### config.mk
export PLATFORM = sky130hd
export DESIGN_NAME = dtx_xlate_ctrl
export DESIGN_NICKNAME = d
export VERILOG_FILES = /design/src/rtl/dtx_pkg.sv /design/src/rtl/dtx_xlate_ctrl.sv
export SDC_FILE = /design/constraint.sdc
export NUM_CORES = 1
export LEC_CHECK = 0
export BUFFER_PORTS_ARGS = -buffer_cell sky130_fd_sc_hd__buf_4
export CAP_MARGIN = 20
export CORE_AREA = 10 10 67 64
export CTS_CLUSTER_DIAMETER = 120
export DETAILED_ROUTE_END_ITERATION = 10
export DIE_AREA = 0 0 77 74
export GPL_TIMING_DRIVEN = 0
export PLACE_DENSITY = 0.86
export SYNTH_ARGS = -nofsm -noshare
export SYNTH_HDL_FRONTEND = slang
export SYNTH_SLANG_ARGS = --single-unit
### constraint.sdc
create_clock -name clk -period 2 [get_ports clk]
set_input_delay 0.3 -clock clk [delete_from_list [all_inputs] [get_ports clk]]
set_output_delay 0.3 -clock clk [all_outputs]
set_load 0.02 [all_outputs]
### src/rtl/dtx_pkg.sv
package dtx_pkg;

  typedef enum logic [2:0] {
    FLT_NONE  = 3'd0,
    FLT_ALIGN = 3'd1,
    FLT_PAGE  = 3'd2,
    FLT_ACV   = 3'd3,
    FLT_MISS  = 3'd4,
    FLT_DMISS = 3'd5,
    FLT_MCHK  = 3'd6,
    FLT_UNIMP = 3'd7
  } fault_e;

  typedef enum logic [1:0] {
    SRC_PHYS   = 2'd0,
    SRC_DIRECT = 2'd1,
    SRC_PAGE   = 2'd2
  } paSrc_e;

  typedef struct packed {
    paSrc_e src;
    logic   keepAddr;
    logic   markUncache;
  } dpStrobe_t;

  localparam int STATUS_W = 6;
  localparam int ST_WR    = 0;
  localparam int ST_ACV   = 1;
  localparam int ST_FONR  = 2;
  localparam int ST_FONW  = 3;
  localparam int ST_BADVA = 4;
  localparam int ST_MISS  = 5;

  localparam logic [1:0] MODE_KERNEL = 2'd0;

endpackage

### src/rtl/dtx_xlate_ctrl.sv
module dtx_xlate_ctrl
  import dtx_pkg::*;
#(
  parameter int VA_W      = 64,
  parameter int VA_IMPL   = 48,
  parameter int DIRECT_HI = 47,
  parameter int DIRECT_LO = 41,
  parameter int DIRECT_TAG = 'h7E
) (
  input  logic                clk,
  input  logic                rstN,
  input  logic                reqValid,
  input  logic [VA_W-1:0]     reqVa,
  input  logic [1:0]          reqSizeLog2,
  input  logic                reqWrite,
  input  logic                reqPhys,
  input  logic                reqPriv,
  input  logic                reqAlt,
  input  logic                reqPteFetch,
  input  logic [1:0]          curMode,
  input  logic [1:0]          altMode,
  input  logic                tbHit,
  input  logic [3:0]          tbReadEn,
  input  logic [3:0]          tbWriteEn,
  input  logic                tbFaultOnRead,
  input  logic                tbFaultOnWrite,
  input  logic                paOutside,
  input  logic                paUncBit,
  input  logic                paRegSpace,
  output dpStrobe_t           strobe,
  output logic                rspValid,
  output logic [2:0]          rspFault,
  output logic [STATUS_W-1:0] rspStatus
);

  localparam int DIR_W = DIRECT_HI - DIRECT_LO + 1;

  logic [3:0]          sizeMask;
  logic                misaligned;
  logic [1:0]          effMode;
  logic                vaValid;
  logic                inDirect;
  logic                rdOk;
  logic                wrOk;
  fault_e              fault;
  logic [STATUS_W-1:0] status;
  paSrc_e              src;

  assign sizeMask   = (4'd1 << reqSizeLog2) - 4'd1;
  assign misaligned = |(reqVa[3:0] & sizeMask);
  assign effMode    = reqPriv ? (reqAlt ? altMode : MODE_KERNEL) : curMode;
  assign vaValid    = (&reqVa[VA_W-1:VA_IMPL-1]) | ~(|reqVa[VA_W-1:VA_IMPL-1]);
  assign inDirect   = reqVa[DIRECT_HI:DIRECT_LO] == DIR_W'(DIRECT_TAG);
  assign rdOk       = tbReadEn[effMode];
  assign wrOk       = tbWriteEn[effMode];

  always_comb begin
    fault  = FLT_NONE;
    status = '0;
    src    = SRC_PAGE;
    if (misaligned) begin
      fault          = FLT_ALIGN;
      status[ST_WR]  = reqWrite;
    end else begin
      if (reqPhys) begin
        src = SRC_PHYS;
      end else if (!vaValid) begin
        fault            = FLT_PAGE;
        status[ST_WR]    = reqWrite;
        status[ST_BADVA] = 1'b1;
        status[ST_ACV]   = 1'b1;
      end else if (inDirect) begin
        src = SRC_DIRECT;
        if (curMode != MODE_KERNEL) begin
          fault          = FLT_ACV;
          status[ST_WR]  = reqWrite;
          status[ST_ACV] = 1'b1;
        end
      end else if (!tbHit) begin
        fault           = reqPteFetch ? FLT_DMISS : FLT_MISS;
        status[ST_WR]   = reqWrite;
        status[ST_MISS] = 1'b1;
      end else if (reqWrite) begin
        if (!wrOk) begin
          fault           = FLT_PAGE;
          status[ST_WR]   = 1'b1;
          status[ST_ACV]  = 1'b1;
          status[ST_FONW] = tbFaultOnWrite;
        end else if (tbFaultOnWrite) begin
          fault           = FLT_PAGE;
          status[ST_WR]   = 1'b1;
          status[ST_FONW] = 1'b1;
        end
      end else begin
        if (!rdOk) begin
          fault           = FLT_ACV;
          status[ST_ACV]  = 1'b1;
          status[ST_FONR] = tbFaultOnRead;
        end else if (tbFaultOnRead) begin
          fault           = FLT_PAGE;
          status[ST_FONR] = 1'b1;
        end
      end
      if (fault == FLT_NONE) begin
        if (paOutside) begin
          fault = FLT_MCHK;
        end else if (paUncBit && paRegSpace) begin
          fault = FLT_UNIMP;
        end
      end
    end
  end

  always_comb begin
    strobe.src         = src;
    strobe.keepAddr    = reqValid && (fault == FLT_NONE);
    strobe.markUncache = reqValid && (fault == FLT_NONE) && paUncBit;
  end

  always_ff @(posedge clk) begin
    if (!rstN) begin
      rspValid  <= 1'b0;
      rspFault  <= '0;
      rspStatus <= '0;
    end else begin
      rspValid  <= reqValid;
      rspFault  <= reqValid ? fault : FLT_NONE;
      rspStatus <= reqValid ? status : '0;
    end
  end

endmodule

==> results.py <==
metrics = {
    "run": {
        "max_cap_violations": 0,
    },
    "floorplanning": {
        "ios": 106,
        "fp.dieArea_um2": 5700,
        "die-height_um": 74,
        "rows": 19,
        "die_w_um": 77,
        "initial_core_util": 0.289,
        "coreArea_um2": 2920,
    },
    "clocking": {
        "root_buffer": "clkbuf_4",
        "cts_buffer_depth": 2,
        "htree_levels": 1,
        "hold_buffers": 0,
        "clk_pin_slew_ps": 50,
        "numClockSinks": 10,
        "cts_tree": "yes",
        "numCtsBuffers": 3,
    },
    "critical_path": {
        "crit_cells": 9,
        "start_kind": "primary input",
        "endpoint_kind": "output port",
        "path_class": "in -> out",
        "crit_family": "compound AO/OA/AOI/OAI gates",
        "critical_path_peak_fanout": 3,
        "cp_slowest_stage_delay_ps": 310,
        "slowest_stage": "mux2_4",
        "critPathRequiredTime_ps": 1700,
        "arrival_ps": 1890,
        "crit_chain": "buf_8 -> inv_4 -> o21a_4 -> mux2i_1 -> mux2_4 -> o31ai_4 -> o2111ai_4 -> nor3_4 -> buf_6",
        "worst-path-buf-inv": 3,
    },
    "power_and_ir_drop": {
        "p_leak_nw": 0.757,
        "power_density_nw_per_um2": 345,
        "vdd_drop_max_uv": 133,
    },
    "global_route": {
        "grt_max_degree": 8,
        "grtUsageMet1": 0.116,
        "met3_usage": 0.0458,
        "antenna_found_initial": 0,
        "grt.busiest_layer": "met2",
        "grt_remaining_overflow": 0,
        "grt_pass1_wl_um": 5420,
        "grtUsageMet2": 0.207,
        "grt_pass1_vias": 1239,
        "track_usage": 0.115,
    },
    "yosys": {
        "syn_nets": 195,
        "yosysSeqAreaShare": 0.237,
        "synth_seq_cells": 10,
        "synth-async-reset-ratio": 0,
        "ys.flop_type": "dfxtp_1",
        "yosysWarnings": 0,
        "avgSynthCellArea_um2": 8.21,
        "synth_top_area_frac": 0.237,
        "syn_inst": 103,
        "yosysTopAreaCell": "dfxtp_1",
        "synth_area_leaders": "dfxtp_1, nand2_1, nand3_2, nor3_1, a2111oi_4",
        "ys_types": 40,
        "synth_edf_count": 0,
        "synthesis.area_um2": 846,
    },
    "sta": {
        "slew_headroom": 0.567,
        "fin_crit_sh": 1.10,
        "fin_crit_ps": 2190,
        "tightest_slew_ps": 649,
        "finalSetupViolations": 4,
        "setup_tns_ps": -571,
        "fin_ws_ps": -195,
        "fmax_mhz": 456,
        "whs_ps": 257,
        "hold_violations": 0,
        "rsz0062_at_grt": "yes",
        "drv_slew": 0,
    },
    "drt": {
        "drt_iter0_drc": 79,
        "drt-wirelength-per-cell_um": 14.4,
        "dr.pass1.iters": 4,
        "drc": 0,
        "routed_wl_um": 3310,
        "num_vias": 1111,
        "antenna_left": 0,
        "via_per_inst": 4.83,
    },
    "place": {
        "dp_hpwl_um": 2610,
        "io_buffers": 67,
        "gp_congestion": 0.786,
    },
    "cells_and_area": {
        "drive_above_1_share": 0.596,
        "layout_commonest_cell": "buf_4",
        "final_cell_mix": "buf_4, nand2_1, dfxtp_1, buf_6, inv_1",
        "nets": 282,
        "syn2layout_area_growth_pct": 97.8,
        "diodes": 0,
        "n_fill_cell": 269,
    },
    "worst_hold_path": {
        "hp-class": "in -> reg",
        "holdPathStages": 2,
    },
    "status": {
        "status": "finished, violations left",
        "violations": "setup timing",
    },
}
==> path summary, 6_finish.rpt <==
kind | start | end | slack (ps)
worst max-delay path | curMode[0] | strobe[0] | -190
worst min-delay path | tbHit | rspStatus[5] | 260
==> final cells by class <==
type,instances,area (um^2),share of cell area
tap,42,52.6,0.0314
timing repair buffer,82,657,0.393
inverter,7,28.8,0.0172
sequential,10,200,0.120
clock buffer,3,22.5,0.0135
multi-input combinational,86,712,0.426
==> through the flow <==
stage                     power (mW)  instance area (um^2)   util  setup slack, ps  instances
after floorplan                0.308                   886      -            -48.5        103
after global placement         0.424                  1440  0.493             -334        212
after detailed placement       0.428                  1440  0.493             -377        212
after CTS                      0.572                  1600  0.547             -198        225
after global routing           0.632                  1670  0.572             -277        230
final                          0.577                  1670  0.572             -195        230
==> kinds of logic (layout without fill, tap and decap cells) <==
group	Yosys count	count (layout)	synth area share
and+or+nand+nor	54	54	0.362
muxes	4	4	0.0547
buffers and inverters	7	92	0.0311
AOI/OAI and AO/OA	28	28	0.315
DFF	10	10	0.237
==> synthesized netlist by cell type, types with 2 or more instances <==
cell	instances
nand2_1	16
nor3_1	6
and3_1	2
a21o_1	2
and2_1	2
o21a_1	3
nand3_1	4
inv_1	7
o21ai_2	2
nor4_1	4
mux2i_1	2
nand2b_1	3
dfxtp_1	10
nand3_2	3
o21ai_0	5
nand4_1	4
a21oi_1	2
nor2_1	4
==> metal layers <==
| metal | vias to the layer above | wire (um) |
|---|---|---|
| li1 | 560 | - |
| met1 | 501 | 1220 |
| met2 | 46 | 1770 |
| met3 | 4 | 286 |
| met4 | 0 | 36 |
| met5 | - | 0 |
==> flip-flops by register name (all words and copies together), names as in the netlist <==
| name | flops |
|---|---|
| rspFault | 3 |
| rspStatus | 6 |
| rspValid | 1 |
==> power by group <==
part	internal, mW	leakage [nW]	switching, mW
Clock	0.0687	0.0138	0.0548
Sequential	0.205	0.0814	0.00115
Combinational	0.135	0.661	0.113
==> timing repair <==
action                                  4_1_cts  5_1_grt
cloned                                        0        0
resized for setup                            14        9
pin swaps                                     7        2
hold endpoints to repair                      0        0
endpoints found under the setup margin        3        4
buffers inserted                             10        5
(Power assumes the default switching activity.)
